==> src/rtl/sg_pkg.sv <==
package sg_pkg;
  localparam int NUM_SUPPLY = 2;

  // Shutdown rule: undervoltage always, overvoltage only when enabled.
  function automatic logic shut_rule(input logic uv_any, input logic ov_any,
                                     input logic ov_en);
    return uv_any | (ov_any & ov_en);
  endfunction

  // Any monitor reporting a breach counts as a fault for the status bit.
  function automatic logic fault_rule(input logic uv_any, input logic ov_any);
    return uv_any | ov_any;
  endfunction
endpackage

==> src/rtl/sg_sync.sv <==
module sg_sync #(
  parameter int W      = 2,
  parameter int STAGES = 2
) (
  input  logic         clk,
  input  logic         rst_n,
  input  logic [W-1:0] d,
  output logic [W-1:0] q
);
  logic [W-1:0] stg [STAGES];

  genvar gi;
  generate
    for (gi = 0; gi < STAGES; gi++) begin : g_stage
      always_ff @(posedge clk or negedge rst_n) begin
        if (!rst_n) stg[gi] <= '0;
        else if (gi == 0) stg[gi] <= d;
        else stg[gi] <= stg[(gi == 0) ? 0 : gi - 1];
      end
    end
  endgenerate

  assign q = stg[STAGES-1];
endmodule

==> src/rtl/sg_fault_combine.sv <==
module sg_fault_combine
  import sg_pkg::*;
(
  input  logic [NUM_SUPPLY-1:0] uv_s,
  input  logic [NUM_SUPPLY-1:0] ov_s,
  input  logic                  ov_en,
  output logic                  uv_any,
  output logic                  ov_any,
  output logic                  fault_any,
  output logic                  shut
);
  always_comb begin
    uv_any    = |uv_s;
    ov_any    = |ov_s;
    fault_any = fault_rule(uv_any, ov_any);
    shut      = shut_rule(uv_any, ov_any, ov_en);
  end
endmodule

==> src/rtl/sg_status_latch.sv <==
module sg_status_latch (
  input  logic clk,
  input  logic rst_n,
  input  logic fault_any,
  input  logic clr,
  output logic status
);
  always_ff @(posedge clk or negedge rst_n) begin
    if (!rst_n)         status <= 1'b0;
    else if (fault_any) status <= 1'b1;
    else if (clr)       status <= 1'b0;
  end


  fault_sets_status_chk: assert property (@(posedge clk) disable iff (!rst_n)
    fault_any |=> status);

  clr_blocked_by_fault_chk: assert property (@(posedge clk) disable iff (!rst_n)
    (fault_any && clr) |=> status);

  status_sticky_chk: assert property (@(posedge clk) disable iff (!rst_n)
    (status && !clr) |=> status);

  status_clears_chk: assert property (@(posedge clk) disable iff (!rst_n)
    (clr && !fault_any) |=> !status);
endmodule

==> src/rtl/sg_out_gate.sv <==
module sg_out_gate #(
  parameter int NUM_CH = 8
) (
  input  logic              clk,
  input  logic              rst_n,
  input  logic [NUM_CH-1:0] cmd,
  input  logic              shut,
  output logic [NUM_CH-1:0] drv_en
);
  genvar ch;
  generate
    for (ch = 0; ch < NUM_CH; ch++) begin : g_ch
      always_ff @(posedge clk or negedge rst_n) begin
        if (!rst_n) drv_en[ch] <= 1'b0;
        else        drv_en[ch] <= cmd[ch] & ~shut;
      end
    end
  endgenerate
endmodule

==> src/rtl/supply_guard.sv <==
module supply_guard
  import sg_pkg::*;
#(
  parameter int NUM_CH      = 8,
  parameter int SYNC_STAGES = 2
) (
  input  logic                  clk,
  input  logic                  rst_n,
  input  logic [NUM_SUPPLY-1:0] uv_flag,
  input  logic [NUM_SUPPLY-1:0] ov_flag,
  input  logic                  ov_shdn_en,
  input  logic                  status_clr,
  input  logic [NUM_CH-1:0]     cmd,
  output logic [NUM_CH-1:0]     drv_en,
  output logic                  supply_fail
);
  localparam int FLAG_W = 2 * NUM_SUPPLY;

  logic [FLAG_W-1:0]     flags_s;
  logic [NUM_SUPPLY-1:0] uv_s, ov_s;
  logic uv_any, ov_any, fault_any, shut;

  sg_sync #(.W(FLAG_W), .STAGES(SYNC_STAGES)) u_sync (
    .clk(clk), .rst_n(rst_n), .d({ov_flag, uv_flag}), .q(flags_s));

  assign uv_s = flags_s[NUM_SUPPLY-1:0];
  assign ov_s = flags_s[FLAG_W-1:NUM_SUPPLY];

  sg_fault_combine u_comb (
    .uv_s(uv_s), .ov_s(ov_s), .ov_en(ov_shdn_en),
    .uv_any(uv_any), .ov_any(ov_any), .fault_any(fault_any), .shut(shut));

  sg_status_latch u_stat (
    .clk(clk), .rst_n(rst_n), .fault_any(fault_any), .clr(status_clr),
    .status(supply_fail));

  sg_out_gate #(.NUM_CH(NUM_CH)) u_gate (
    .clk(clk), .rst_n(rst_n), .cmd(cmd), .shut(shut), .drv_en(drv_en));


  uv_forces_off_chk: assert property (@(posedge clk) disable iff (!rst_n)
    uv_any |=> (drv_en == '0));

  ov_enabled_forces_off_chk: assert property (@(posedge clk) disable iff (!rst_n)
    (ov_any && ov_shdn_en) |=> (drv_en == '0));

  ov_report_only_chk: assert property (@(posedge clk) disable iff (!rst_n)
    (ov_any && !ov_shdn_en && !uv_any) |=> (drv_en == $past(cmd)));

  follow_cmd_chk: assert property (@(posedge clk) disable iff (!rst_n)
    (!uv_any && !ov_any) |=> (drv_en == $past(cmd)));
endmodule

==> config.mk <==
export PLATFORM = sky130hd
export DESIGN_NAME = supply_guard
export DESIGN_NICKNAME = d
export VERILOG_FILES = /design/src/rtl/sg_pkg.sv /design/src/rtl/sg_sync.sv /design/src/rtl/sg_fault_combine.sv /design/src/rtl/sg_status_latch.sv /design/src/rtl/sg_out_gate.sv /design/src/rtl/supply_guard.sv
export SDC_FILE = /design/constraint.sdc
export NUM_CORES = 1
export LEC_CHECK = 0
export ABC_AREA = 1
export ABC_CLOCK_PERIOD_IN_PS = 1100
export BUFFER_PORTS_ARGS = -buffer_cell sky130_fd_sc_hd__buf_4
export CAP_MARGIN = 20
export CORE_AREA = 2 2 39 41
export DETAILED_ROUTE_END_ITERATION = 12
export DIE_AREA = 0 0 41 43
export GPL_ROUTABILITY_DRIVEN = 0
export HOLD_SLACK_MARGIN = 0.08
export PLACE_DENSITY = 0.76
export SYNTH_ARGS = -nofsm -noshare
export SYNTH_HDL_FRONTEND = slang
export SYNTH_SLANG_ARGS = --single-unit
==> constraint.sdc <==
create_clock -name clk -period 1.1 [get_ports clk]
set_input_delay 0.22 -clock clk [delete_from_list [all_inputs] [get_ports clk]]
set_output_delay 0.22 -clock clk [all_outputs]
set_load 0.1 [all_outputs]
==> impl_metrics.py <==
metrics = {
    "clock_tree": {
        "h-tree-depth": 1,
        "root_buffer": "clkbuf_4",
        "post_cts_buffers": 0,
        "cts_made_buffers": 3,
        "cts_tree": "built",
        "clock-sinks": 17,
        "clockBufferDepth": 2,
        "clkLatencyLatePin_ps": 270,
        "clkSlewWorstSetupHoldPaths_ps": 90,
    },
    "critical_path": {
        "r2r_cells": 3,
        "max_stage_delay_ps": 430,
        "path_buf_inv": 1,
        "startpoint_type": "flop",
        "crit_required_ps": 880,
        "criticalPathCategory": "reg2out",
        "worstPathArrival_ps": 870,
        "cp.depth": 1,
        "cp_max_fo": 1,
        "cp_cell_sequence": "buf_12",
        "cp_top_family": "flip-flops",
        "cpMaxStageDelayCell": "dfrtp_2",
        "end_kind": "output pin",
    },
    "die": {
        "die_h_um": 43,
        "rows": 14,
        "die_x_um": 41,
        "initial_core_util_pct": 37.3,
        "die_area_um2": 1760,
        "io_pins": 25,
        "core_area_um2": 1380,
    },
    "sta": {
        "report.final.slew_viol_count": 0,
        "hold_viol_final": 0,
        "setup_viol": 0,
        "max-slew-margin-rel_pct": 86.4,
        "max_freq_mhz": 914,
        "fin_crit_ps": 1090,
        "worst_pin_slew_ps": 205,
        "fin_ws_ps": 5.94,
        "fin_skew_ps": 4.35,
        "rsz0062_at_grt": "true",
        "fin_crit_sh_pct": 99.5,
    },
    "synthesis": {
        "synth.avg_cell_area_um2": 13.2,
        "syn_nets": 55,
        "synth.distinct_cells": 6,
        "synth-seq-area-share_pct": 82.5,
        "synth_area_um2": 515,
        "postSynthCellCount": 39,
        "yosysWarnings": 0,
        "synth-seq-cells": 17,
    },
    "grt": {
        "grt_pass1_wl_um": 1460,
        "antenna_found_initial": 0,
        "first_global_vias": 340,
        "grt_start_max_net_pins": 18,
        "grt_overflow_total": 0,
        "grt_use_total_pct": 13.0,
    },
    "power_and_ir_drop": {
        "p_per_area_nw_per_um2": 1300,
        "p_total_w": 0.00116,
        "vdd_drop_max_uv": 784,
        "p_leak_nw": 0.454,
    },
    "placed_design": {
        "dp_hpwl_um": 676,
        "placed_area_um2": 727,
        "dp_slack_ps": 227,
        "io_buffer_count": 24,
    },
    "drt": {
        "drc_errors": 0,
        "vias_per_cell": 3.98,
        "vias": 350,
        "ant_nets": 0,
        "drtPass1Iterations": 4,
        "drt_iter0_drc": 6,
        "post_drt_wl_per_cell_um": 10.7,
        "wl_um": 941,
    },
    "layout": {
        "fin_nets": 89,
        "drive_above_1_share_pct": 51.4,
        "syn2layout_area_growth_pct": 72.6,
        "insertedDiodeCount": 0,
        "stdcell_area_um2": 890,
    },
    "min_path": {
        "hp-class": "in2reg",
        "hold-path-cell-count": 2,
    },
    "run_status": {
        "status": "finished clean",
    },
    "run": {
        "cap_violations": 0,
    },
}
## area by class of cell
type                       instances  area [µm²]
timing repair buffer              29         317
clock buffer                       4        26.3
multi-input combinational         13        56.3
sequential                        17         437
inverter                           9        33.8
fill                             100         494
tap                               16        20.0
## state kept, by name (all words and copies together) (netlist names)
| name | flops |
|---|---|
| u_gate.drv_en | 8 |
| u_sync.q | 4 |
| u_sync.stg | 4 |
| u_stat.status | 1 |
## synth_stat cells, drive strengths merged
library cell / instances / area [µm²]
dfrtp: 17 / 425
nor2: 10 / 37.5
nand2: 1 / 6.26
o211ai: 1 / 7.51
inv: 9 / 33.8
o21ai: 1 / 5.00
## power by group
group          internal (W)  leakage (nW)  switching, W
Clock              0.000140        0.0150      0.000161
Combinational     0.0000832         0.241      0.000112
Sequential         0.000651         0.198     0.0000128
Total              0.000874         0.454      0.000286
## metal layers
metal  vias up  wire [µm]  track usage (%)  share of wire, %
li1        176          -                -                 -
met1       159        399             16.4                42
met2        15        478             19.1                51
met3         0         63             3.14               6.7
met4         0          0             8.00                 0
met5         -          0                0                 0
## logic make-up (layout without fill, tap and decap cells)
family / count (synthesis) / after routing / share of synthesized area [%]
buffers and inverters: 9 / 42 / 6.55
AND/OR/NAND/NOR: 11 / 11 / 8.50
flip-flops: 17 / 17 / 82.5
AO/OA/AOI/OAI: 2 / 2 / 2.43
## through the flow
step	util (%)	setup TNS, ps	hold slack, ps	instances
CTS	60.5	-2.38	142	88
global placement	52.5	0	86.1	79
finish	64.3	0	149	88
floorplan	-	0	-75.6	39
detailed placement	52.5	0	89.7	79
global route	64.3	-171	140	88
## what timing repair did
action	4_1_cts	5_1_grt
resized for setup	9	12
setup endpoints to repair	9	9
hold buffers	5	0
endpoints found under the hold margin	21	0
## cells in the final DEF (no fill, tap or decap)
cell | synthesis | layout
buf_12 | 0 | 6
o21ai_1 | 1 | 1
buf_6 | 0 | 3
inv_1 | 9 | 9
o211ai_1 | 1 | 1
nand2_2 | 1 | 1
clkbuf_4 | 0 | 3
dfrtp_2 | 0 | 9
dlygate4sd3_1 | 0 | 5
nor2_1 | 10 | 10
buf_4 | 0 | 15
dfrtp_1 | 17 | 8
clkbuf_1 | 0 | 1
## worst paths after layout
path | startpoint | endpoint | slack (ps)
hold / removal | status_clr | u_stat.status | 150
setup reg to reg | u_sync.q[1] | u_gate.drv_en[0] | 220
hold reg to reg | u_sync.stg[6] | u_sync.q[2] | 360
setup / recovery | u_gate.drv_en[2] | drv_en[2] | 6
max in group asynchronous | rst_n | u_gate.drv_en[5] | 560
min in group asynchronous | rst_n | u_gate.drv_en[6] | 340
Power figures use the tool's default switching activity.
